--- config.mk ---
export PLATFORM = sky130hd
export DESIGN_NAME = tlb_lo_array
export DESIGN_NICKNAME = d
export VERILOG_FILES = /design/src/rtl/tlb_lo_pkg.sv /design/src/rtl/tlb_lo_stage.sv /design/src/rtl/tlb_lo_store.sv /design/src/rtl/tlb_lo_rdport.sv /design/src/rtl/tlb_lo_array.sv
export SDC_FILE = /design/constraint.sdc
export NUM_CORES = 2
export LEC_CHECK = 0
export ABC_AREA = 1
export BUFFER_PORTS_ARGS = -buffer_cell sky130_fd_sc_hd__buf_2
export CORE_ASPECT_RATIO = 1.1
export CORE_UTILIZATION = 60
export CTS_BUF_LIST = sky130_fd_sc_hd__clkbuf_16
export DETAILED_ROUTE_END_ITERATION = 10
export GPL_TIMING_DRIVEN = 0
export HOLD_SLACK_MARGIN = 0.1
export PLACE_DENSITY_LB_ADDON = 0.2
export SLEW_MARGIN = 20
export SYNTH_ARGS = -nofsm -noshare
export SYNTH_HDL_FRONTEND = slang
export SYNTH_HIERARCHICAL = 1
export SYNTH_SLANG_ARGS = --single-unit
--- constraint.sdc ---
create_clock -name clk -period 8.3 [get_ports clk]
set_input_delay 1.66 -clock clk [delete_from_list [all_inputs] [get_ports clk]]
set_output_delay 1.66 -clock clk [all_outputs]
set_load 0.005 [all_outputs]
--- src/rtl/tlb_lo_pkg.sv ---
// Package: shared field positions and the fixed-bit rule for TLB
// translation-word entries. Assumes the attribute field is the low ten bits.
package tlb_lo_pkg;
    localparam int ATTR_W = 10;
    localparam int LO_W   = 32;
    localparam int POS_G  = 0;
    localparam int POS_M  = 1;
    localparam int POS_I  = 2;
    localparam int POS_W  = 3;
    localparam int POS_Z  = 4;
    localparam int POS_WR = 8;
    localparam int POS_EX = 9;

    // Applies the fixed-bit rules to a raw attribute field.
    function automatic logic [ATTR_W-1:0] fix_attr(input logic [ATTR_W-1:0] raw,
                                                   input bit wb_cfg);
        logic [ATTR_W-1:0] r;
        r        = raw;
        r[POS_M] = 1'b0;
        if (!wb_cfg) r[POS_W] = 1'b1;
        return r;
    endfunction
endpackage

--- src/rtl/tlb_lo_stage.sv ---
// Staging register for the upper page-number bits of a wide entry.
// Assumes that a load and a commit in the same cycle keep the new value staged.
module tlb_lo_stage #(
    parameter int HI_W = 16
) (
    input  logic            clk,
    input  logic            rst_n,
    input  logic            load,
    input  logic            commit,
    input  logic [HI_W-1:0] din,
    output logic            valid,
    output logic [HI_W-1:0] q
);
    // Captures the upper bits and tracks whether they are still pending.
    always_ff @(posedge clk) begin
        if (!rst_n) begin
            valid <= 1'b0;
            q     <= '0;
        end else if (load) begin
            valid <= 1'b1;
            q     <= din;
        end else if (commit) begin
            valid <= 1'b0;
        end
    end


    stage_load_chk: assert property (@(posedge clk) disable iff (!rst_n)
        load |=> valid);

    stage_drain_chk: assert property (@(posedge clk) disable iff (!rst_n)
        (commit && !load) |=> !valid);
endmodule

--- src/rtl/tlb_lo_store.sv ---
// Entry storage: synchronous write, combinational read at the index.
// It has no reset, so contents survive a functional reset. The initial value
// models the state after configuration load.
module tlb_lo_store #(
    parameter int               ENTRIES = 64,
    parameter int               IDX_W   = 6,
    parameter int               ENT_W   = 48,
    parameter logic [ENT_W-1:0] INIT    = '0
) (
    input  logic             clk,
    input  logic             we,
    input  logic [IDX_W-1:0] idx,
    input  logic [ENT_W-1:0] wentry,
    output logic [ENT_W-1:0] rentry
);
    logic [ENT_W-1:0] mem [ENTRIES];

    // Configuration-load contents.
    initial begin
        for (int i = 0; i < ENTRIES; i++) mem[i] = INIT;
    end

    // Writes the sanitised entry at the current index.
    always_ff @(posedge clk) begin
        if (we) mem[idx] <= wentry;
    end

    assign rentry = mem[idx];
endmodule

--- src/rtl/tlb_lo_rdport.sv ---
// Read formatter: selects the low or high view of an entry and registers it.
// Assumes the views are zero-extended to the data path and that a blocked
// read returns zeros.
module tlb_lo_rdport #(
    parameter int DATA_W  = 32,
    parameter int ENT_W   = 48,
    parameter bit EXT     = 1'b1,
    parameter bit READ_EN = 1'b1
) (
    input  logic              clk,
    input  logic              rst_n,
    input  logic              rd_lo,
    input  logic              rd_hi,
    input  logic [ENT_W-1:0]  entry,
    output logic [DATA_W-1:0] rdata
);
    import tlb_lo_pkg::*;

    logic [DATA_W-1:0] lo_view;
    logic [DATA_W-1:0] hi_view;

    if (EXT) begin : g_split
        // Wide entry: the low word and the upper bits are read separately.
        always_comb begin
            lo_view = DATA_W'(entry[LO_W-1:0]);
            hi_view = DATA_W'(entry[ENT_W-1:LO_W]);
        end
    end else begin : g_whole
        // Entry fits the data path: one normal read returns all of it.
        always_comb begin
            lo_view = DATA_W'(entry);
            hi_view = '0;
        end
    end

    // Registers the selected view; the low view takes priority.
    always_ff @(posedge clk) begin
        if (!rst_n)     rdata <= '0;
        else if (rd_lo) rdata <= READ_EN ? lo_view : '0;
        else if (rd_hi) rdata <= READ_EN ? hi_view : '0;
    end


    rd_hold_chk: assert property (@(posedge clk) disable iff (!rst_n)
        (!rd_lo && !rd_hi) |=> $stable(rdata));

    if (!READ_EN) begin : g_blk

        rd_block_chk: assert property (@(posedge clk) disable iff (!rst_n)
            (rd_lo || rd_hi) |=> (rdata == '0));
    end
endmodule

--- src/rtl/tlb_lo_array.sv ---
// Top: translation-word storage for a unified TLB, with a staged two-part
// write for wide entries. Assumes tlb_index is stable for the cycle of each
// access and that software writes the upper bits before the low word.
module tlb_lo_array #(
    parameter int ENTRIES   = 64,
    parameter int DATA_W    = 32,
    parameter int PADDR_W   = 48,
    parameter bit WRITEBACK = 1'b1,
    parameter bit READ_EN   = 1'b1
) (
    input  logic                       clk,
    input  logic                       rst_n,
    input  logic [$clog2(ENTRIES)-1:0] tlb_index,
    input  logic                       wr_lo,
    input  logic                       wr_hi,
    input  logic [DATA_W-1:0]          wr_data,
    input  logic                       rd_lo,
    input  logic                       rd_hi,
    output logic [DATA_W-1:0]          rd_data
);
    import tlb_lo_pkg::*;

    localparam int   IDX_W = $clog2(ENTRIES);
    localparam int   ENT_W = PADDR_W;
    localparam bit   EXT   = (DATA_W == 32) && (PADDR_W > 32);
    localparam int   HI_W  = EXT ? PADDR_W - LO_W : 1;
    localparam logic [ENT_W-1:0] INIT_ENT =
        WRITEBACK ? '0 : (ENT_W'(1) << POS_W);

    logic [ENT_W-1:0] cur_entry;
    logic [ENT_W-1:0] raw_entry;
    logic [ENT_W-1:0] new_entry;
    logic             stg_valid;
    logic [HI_W-1:0]  stg_q;
    logic             stg_load;

    assign stg_load = EXT ? wr_hi : 1'b0;

    tlb_lo_stage #(.HI_W(HI_W)) u_stage (
        .clk    (clk),
        .rst_n  (rst_n),
        .load   (stg_load),
        .commit (wr_lo),
        .din    (wr_data[HI_W-1:0]),
        .valid  (stg_valid),
        .q      (stg_q)
    );

    if (EXT) begin : g_wide
        // Merges the staged or existing upper bits with the new low word.
        always_comb begin
            raw_entry = {stg_valid ? stg_q : cur_entry[ENT_W-1:LO_W],
                         wr_data[LO_W-1:0]};
        end
    end else begin : g_narrow
        // Takes the whole entry from one data word.
        always_comb begin
            raw_entry = wr_data[ENT_W-1:0];
        end
    end

    // Applies the fixed attribute bits before storage.
    always_comb begin
        new_entry = {raw_entry[ENT_W-1:ATTR_W],
                     fix_attr(raw_entry[ATTR_W-1:0], WRITEBACK)};
    end

    tlb_lo_store #(
        .ENTRIES (ENTRIES),
        .IDX_W   (IDX_W),
        .ENT_W   (ENT_W),
        .INIT    (INIT_ENT)
    ) u_store (
        .clk    (clk),
        .we     (wr_lo),
        .idx    (tlb_index),
        .wentry (new_entry),
        .rentry (cur_entry)
    );

    tlb_lo_rdport #(
        .DATA_W  (DATA_W),
        .ENT_W   (ENT_W),
        .EXT     (EXT),
        .READ_EN (READ_EN)
    ) u_rd (
        .clk   (clk),
        .rst_n (rst_n),
        .rd_lo (rd_lo),
        .rd_hi (rd_hi),
        .entry (cur_entry),
        .rdata (rd_data)
    );


    coh_zero_chk: assert property (@(posedge clk) disable iff (!rst_n)
        rd_lo |=> !rd_data[POS_M]);

    if (!WRITEBACK && READ_EN) begin : g_wt

        wt_fixed_chk: assert property (@(posedge clk) disable iff (!rst_n)
            rd_lo |=> rd_data[POS_W]);
    end

    if (EXT) begin : g_hi_chk

        hi_zext_chk: assert property (@(posedge clk) disable iff (!rst_n)
            (rd_hi && !rd_lo) |=> (rd_data[DATA_W-1:HI_W] == '0));
    end
endmodule

---- After elaboration in Yosys (flattened, before gate mapping) ----
Memories as Yosys holds them, arrays and structs flattened.
Cells that the tools add are included.
word-level totals
  memories ................................ 1
  output and inout port bits .............. 32
  register bits ........................... 49
  word-level logic and storage cells ...... 13
  input bits .............................. 44
  bits in writable memories ............... 3008
memories
  memory       depth  width  read ports  clocked after memory_dff  wr ports  line                source
  u_store.mem  64     47     1           0                         1         tlb_lo_store.sv:16  logic [ENT_W-1:0] mem [ENTRIES];
cells by class
  reductions and logical operators ........ 2
  mux-type cells .......................... 7
operators by type and width
  operator            number
  2-to-1 mux 32 bit   2
  2-to-1 mux 16 bit   1
  2-to-1 mux 1 bit    4
  nonzero test 2 bit  2

---- Longest topological paths before layout ----
An unclocked memory read counts as a cell.
  word-level depth ........................ 3
  gate-level depth with buffers ........... 19
  gate-level depth less buffers ........... 15

---- Hierarchy ----
The synthesis kept the hierarchy.
modules (own cells, without submodules)
  module         instances  cells each  seq. area each (um^2)  area an instance (um^2)
  tlb_lo_store   1          12575       92248.5                128849.8
  tlb_lo_rdport  1          192         640.6                  1371.3
  tlb_lo_stage   1          73          340.3                  588.1
  tlb_lo_array   1          53          0.0                    247.7

---- Worst setup path after synthesis ----
No wires, ideal clock.
  path kind ............................... input port to flip-flop
  start ................................... input port tlb_index[0]
  end ..................................... memory u_store/mem[41][0] in the netlist's numbering (enable)
  stages on the path ...................... 6
  setup time .............................. 0.573 ns
  required time ........................... 7.727 ns
  data arrival time ....................... 6.929 ns
  path buffers ............................ 4
  path slack .............................. 0.798 ns
  path through ............................ buf_6 -> inv_6 -> buf_6 -> buf_6 -> buf_4 -> nor4_1
RTL lines
  item                line                source
  start: declaration  tlb_lo_array.sv:13  input logic [$clog2(ENTRIES)-1:0] tlb_index,
  end: declaration    tlb_lo_store.sv:16
Straight into the memory's write port.

---- Worst setup path in the final report ----
  start ................................... input port tlb_index[2]
  end ..................................... memory u_store/mem[63][20] in the netlist's numbering (enable)
Straight into the memory's write port.

==> flow_summary_export.csv <==
group,metric,value,unit
status,outcome,"finished clean",
worst_setup_path,crit_family,"buffers and inverters",
die,ioPinCount,76,
worst_setup_path,worstPathCellList,"buf_2 -> buf_2 -> clkbuf_1 -> nand4_1 -> nor2_4 -> buf_12 -> buf_16",
clock_tree,cts-root-buf,"clkbuf_16",
routing,wl_per_cell,24.8,um
yosys,synth-main-ff-cell,"edfxtp_1",
yosys,synth_area_leaders,"edfxtp_1, nand2_1, buf_2, dfxtp_1, nor2_1",
final_layout,synthToLayoutAreaGrowth,14.0,%
global_route,first_global_vias,90100,
global_route,grt_max_degree,66,
clock_tree,clkSlewWorstSetupHoldPaths,0.06,ns
sta,drv_slew,0,
routing,dr.pass1.iters,9,
power_and_ir_drop,power_density,227,nW/um2
worst_setup_path,arrival,5.85,ns
worst_setup_path,r2r_slack,5.20,ns
sta,rsz0062_at_grt,"no",
yosys,synth_compound_area_share,0.184,%
global_route,grt_overflow_total,0,
routing,ant_nets,0,
routing,avgViaCountPerCell,5.69,
run,cap_violations,0,
clock_tree,clk_latency,0.97,ns
sta,tightestPinTransition,1.44,ns
yosys,synth_seq_area_share,71.1,%
sta,hold_violations,0,
clock_tree,clock_sinks,3121,
power_and_ir_drop,leakage,0.0637,uW
sta,relSlewSlack,3.97,%
sta,period_needed,5.20,ns
place,place_ws,2.30,ns
die,die_y,492,um
yosys,synthXorXnorAreaFrac,0,%
final_layout,nets,13600,
clock_tree,post_cts_buffers,0,
routing,drt_iter0_markers,11800,
yosys,ys_types,29,
clock_tree,cts_buffer_depth,4,
worst_setup_path,cp_max_fo,18,
clock_tree,hold_buffers,0,
worst_setup_path,endpoint_kind,"register",
global_route,antenna_found_initial,35,
final_layout,final_common_cell,"nand2_1",
yosys,async_flop_share,0,%
worst_setup_path,worst_path_most_repeated_cell,"buf_2",
sta,setup_violations,0,
die,dieArea,220000,um2
yosys,avgSynthCellArea,10.2,um2
routing,drt_wl_total,414,mm
worst_setup_path,r2r-start,"u_store/mem[63][39]",
yosys,yosys.area_share.simple,25.9,%
min_path,worstHoldPathCells,2,
die,die_w,448,um
routing,drc,0,
clock_tree,cts_tree,"yes",
power_and_ir_drop,peakVddDrop,0.200,mV
yosys,ys_warn_count,6,
worst_setup_path,max_stage_delay,1.05,ns
routing,vias,94900,
worst_setup_path,r2r-end,"u_store/mem[48][39]",
die,coreArea,217000,um2
worst_setup_path,critical_path_class,"in2reg",
yosys,synth_edf_count,3072,
worst_setup_path,cp.required,8.95,ns
final_layout,final_util,69.0,%
die,placementRows,179,
clock_tree,cts_made_buffers,318,
worst_setup_path,worstSetupStartpointType,"primary input",
yosys,syn_area,131000,um2
global_route,grtUsageTotal,37.6,%
sta,post-route-period-util,62.7,%
sta,fin_ws,3.10,ns
yosys,ys_ff_latch,3121,
yosys,synth_top_family_by_area,"simple AND/OR/NAND/NOR gates",
die,initial_utilization,60.5,%
yosys,synth_cells,12900,
worst_setup_path,slowest_stage,"nor2_4",
clock_tree,htree_num_levels,5,
min_path,min_path_type,"reg2reg",
clock_tree,cts.repair.resized,0,
worst_setup_path,r2r_cells,13,
final_layout,layout-drive-gt1-share,9.00,%
final_layout,final_cell_mix,"nand2_1, edfxtp_1, buf_2",
sta,finalClockSkew,0.0501,ns
place,place.port_buffers,70,
min_path,min_from,"u_rd/rdata[26]",
worst_setup_path,cp.buffers_inverters,5,
yosys,synth_top_cell_area_share,70.4,%
yosys,synth-adder-area-share,0,%
yosys,yosysTopAreaCell,"edfxtp_1",
yosys,synthMuxAreaShare,0,%
sta,clock.fmax,192,MHz
place,hpwlAfterDp,293,mm
place,place.gp.congestion,1.00,
global_route,grt_pass1_wl,589,mm
min_path,whs_endpoint,"u_rd/rdata[26]",
[where the power goes]
group          internal [uW]  leakage, uW  switching (uW)
sequential             17600       0.0282            37.6
clock                   7750      0.00507            5840
combinational            592       0.0305            2080
total                  25900       0.0637            7960
[per-layer routing]
| metal | track usage [%] | share of wire [%] | vias up |
|---|---|---|---|
| met4 | 32.7 | 10 | 8 |
| met5 | 0.261 | 0.014 | - |
| met1 | 45.7 | 34 | 45100 |
| li1 | - | - | 42900 |
| met2 | 57.8 | 45 | 5465 |
| met3 | 7.34 | 10 | 1368 |
[flip-flops by register name (all words and copies together) (netlist names)]
name           flops
u_rd/rdata        32
u_stage/q         16
u_store/mem     3072
u_stage/valid      1
[how the worst max path moves through the flow]
stage,startpoint,endpoint,depth (start not counted)
floorplan,tlb_index[0],u_store/mem[41][0],6
CTS,tlb_index[2],u_store/mem[63][20],7
finish,tlb_index[2],u_store/mem[63][20],7
global placement,tlb_index[3],u_store/mem[41][33],6
detailed placement,tlb_index[2],u_store/mem[63][19],7
global route,tlb_index[2],u_store/mem[63][20],7
[cells by family after synthesis]
| logic type | count (synthesis) |
|---|---|
| AO/OA/AOI/OAI | 45 |
| buffers and inverters | 708 |
| flip-flops | 3121 |
| other | 1 |
| AND/OR/NAND/NOR | 9018 |
[synth_stat cells (2+ instances only)]
cell type  number
clkbuf_1      176
nand2_1      8748
buf_4          63
nand2_2         5
nor4_1          2
or2_2           5
o21ai_0        17
inv_6           2
nand4_1         2
buf_2         349
nand3_1        45
buf_1          38
nor3_2          7
nor2_1        200
edfxtp_1     3072
inv_1          36
a21oi_1        16
buf_6          29
o21ai_1         6
o211ai_1        5
dfxtp_1        49
inv_2          14
[worst min-delay path: stages, from the launching register on]
cell	delay [ns]
dfxtp_1	0.30
nand2_1	0.06
a21oi_1	0.05
[layout make-up]
class | instances | area (um2)
clock inverters | 225 | 1570
flip-flops and latches | 3121 | 93200
fillers | 15900 | 67100
diodes | 21 | 52.6
well taps | 2896 | 3620
plain buffers | 656 | 3380
repair buffers | 256 | 4170
multi-input cells | 9127 | 35100
inverters | 52 | 205
clock buffers | 324 | 8110
[through the flow]
step                cell area (um2)  hold WS, ns  cells  total power (uW)  TNS (ns)
finish                       149000        0.458  16700             33900         0
global route                 149000        0.493  16700             34700         0
CTS                          149000        0.460  16700             33800         0
detailed placement           140000        0.451  16100             20500         0
global placement             135000        0.455  15900             20400   -621.62
floorplan                    131000        0.455  13000             19200         0
No activity file was read; power rests on OpenSTA's default activity.
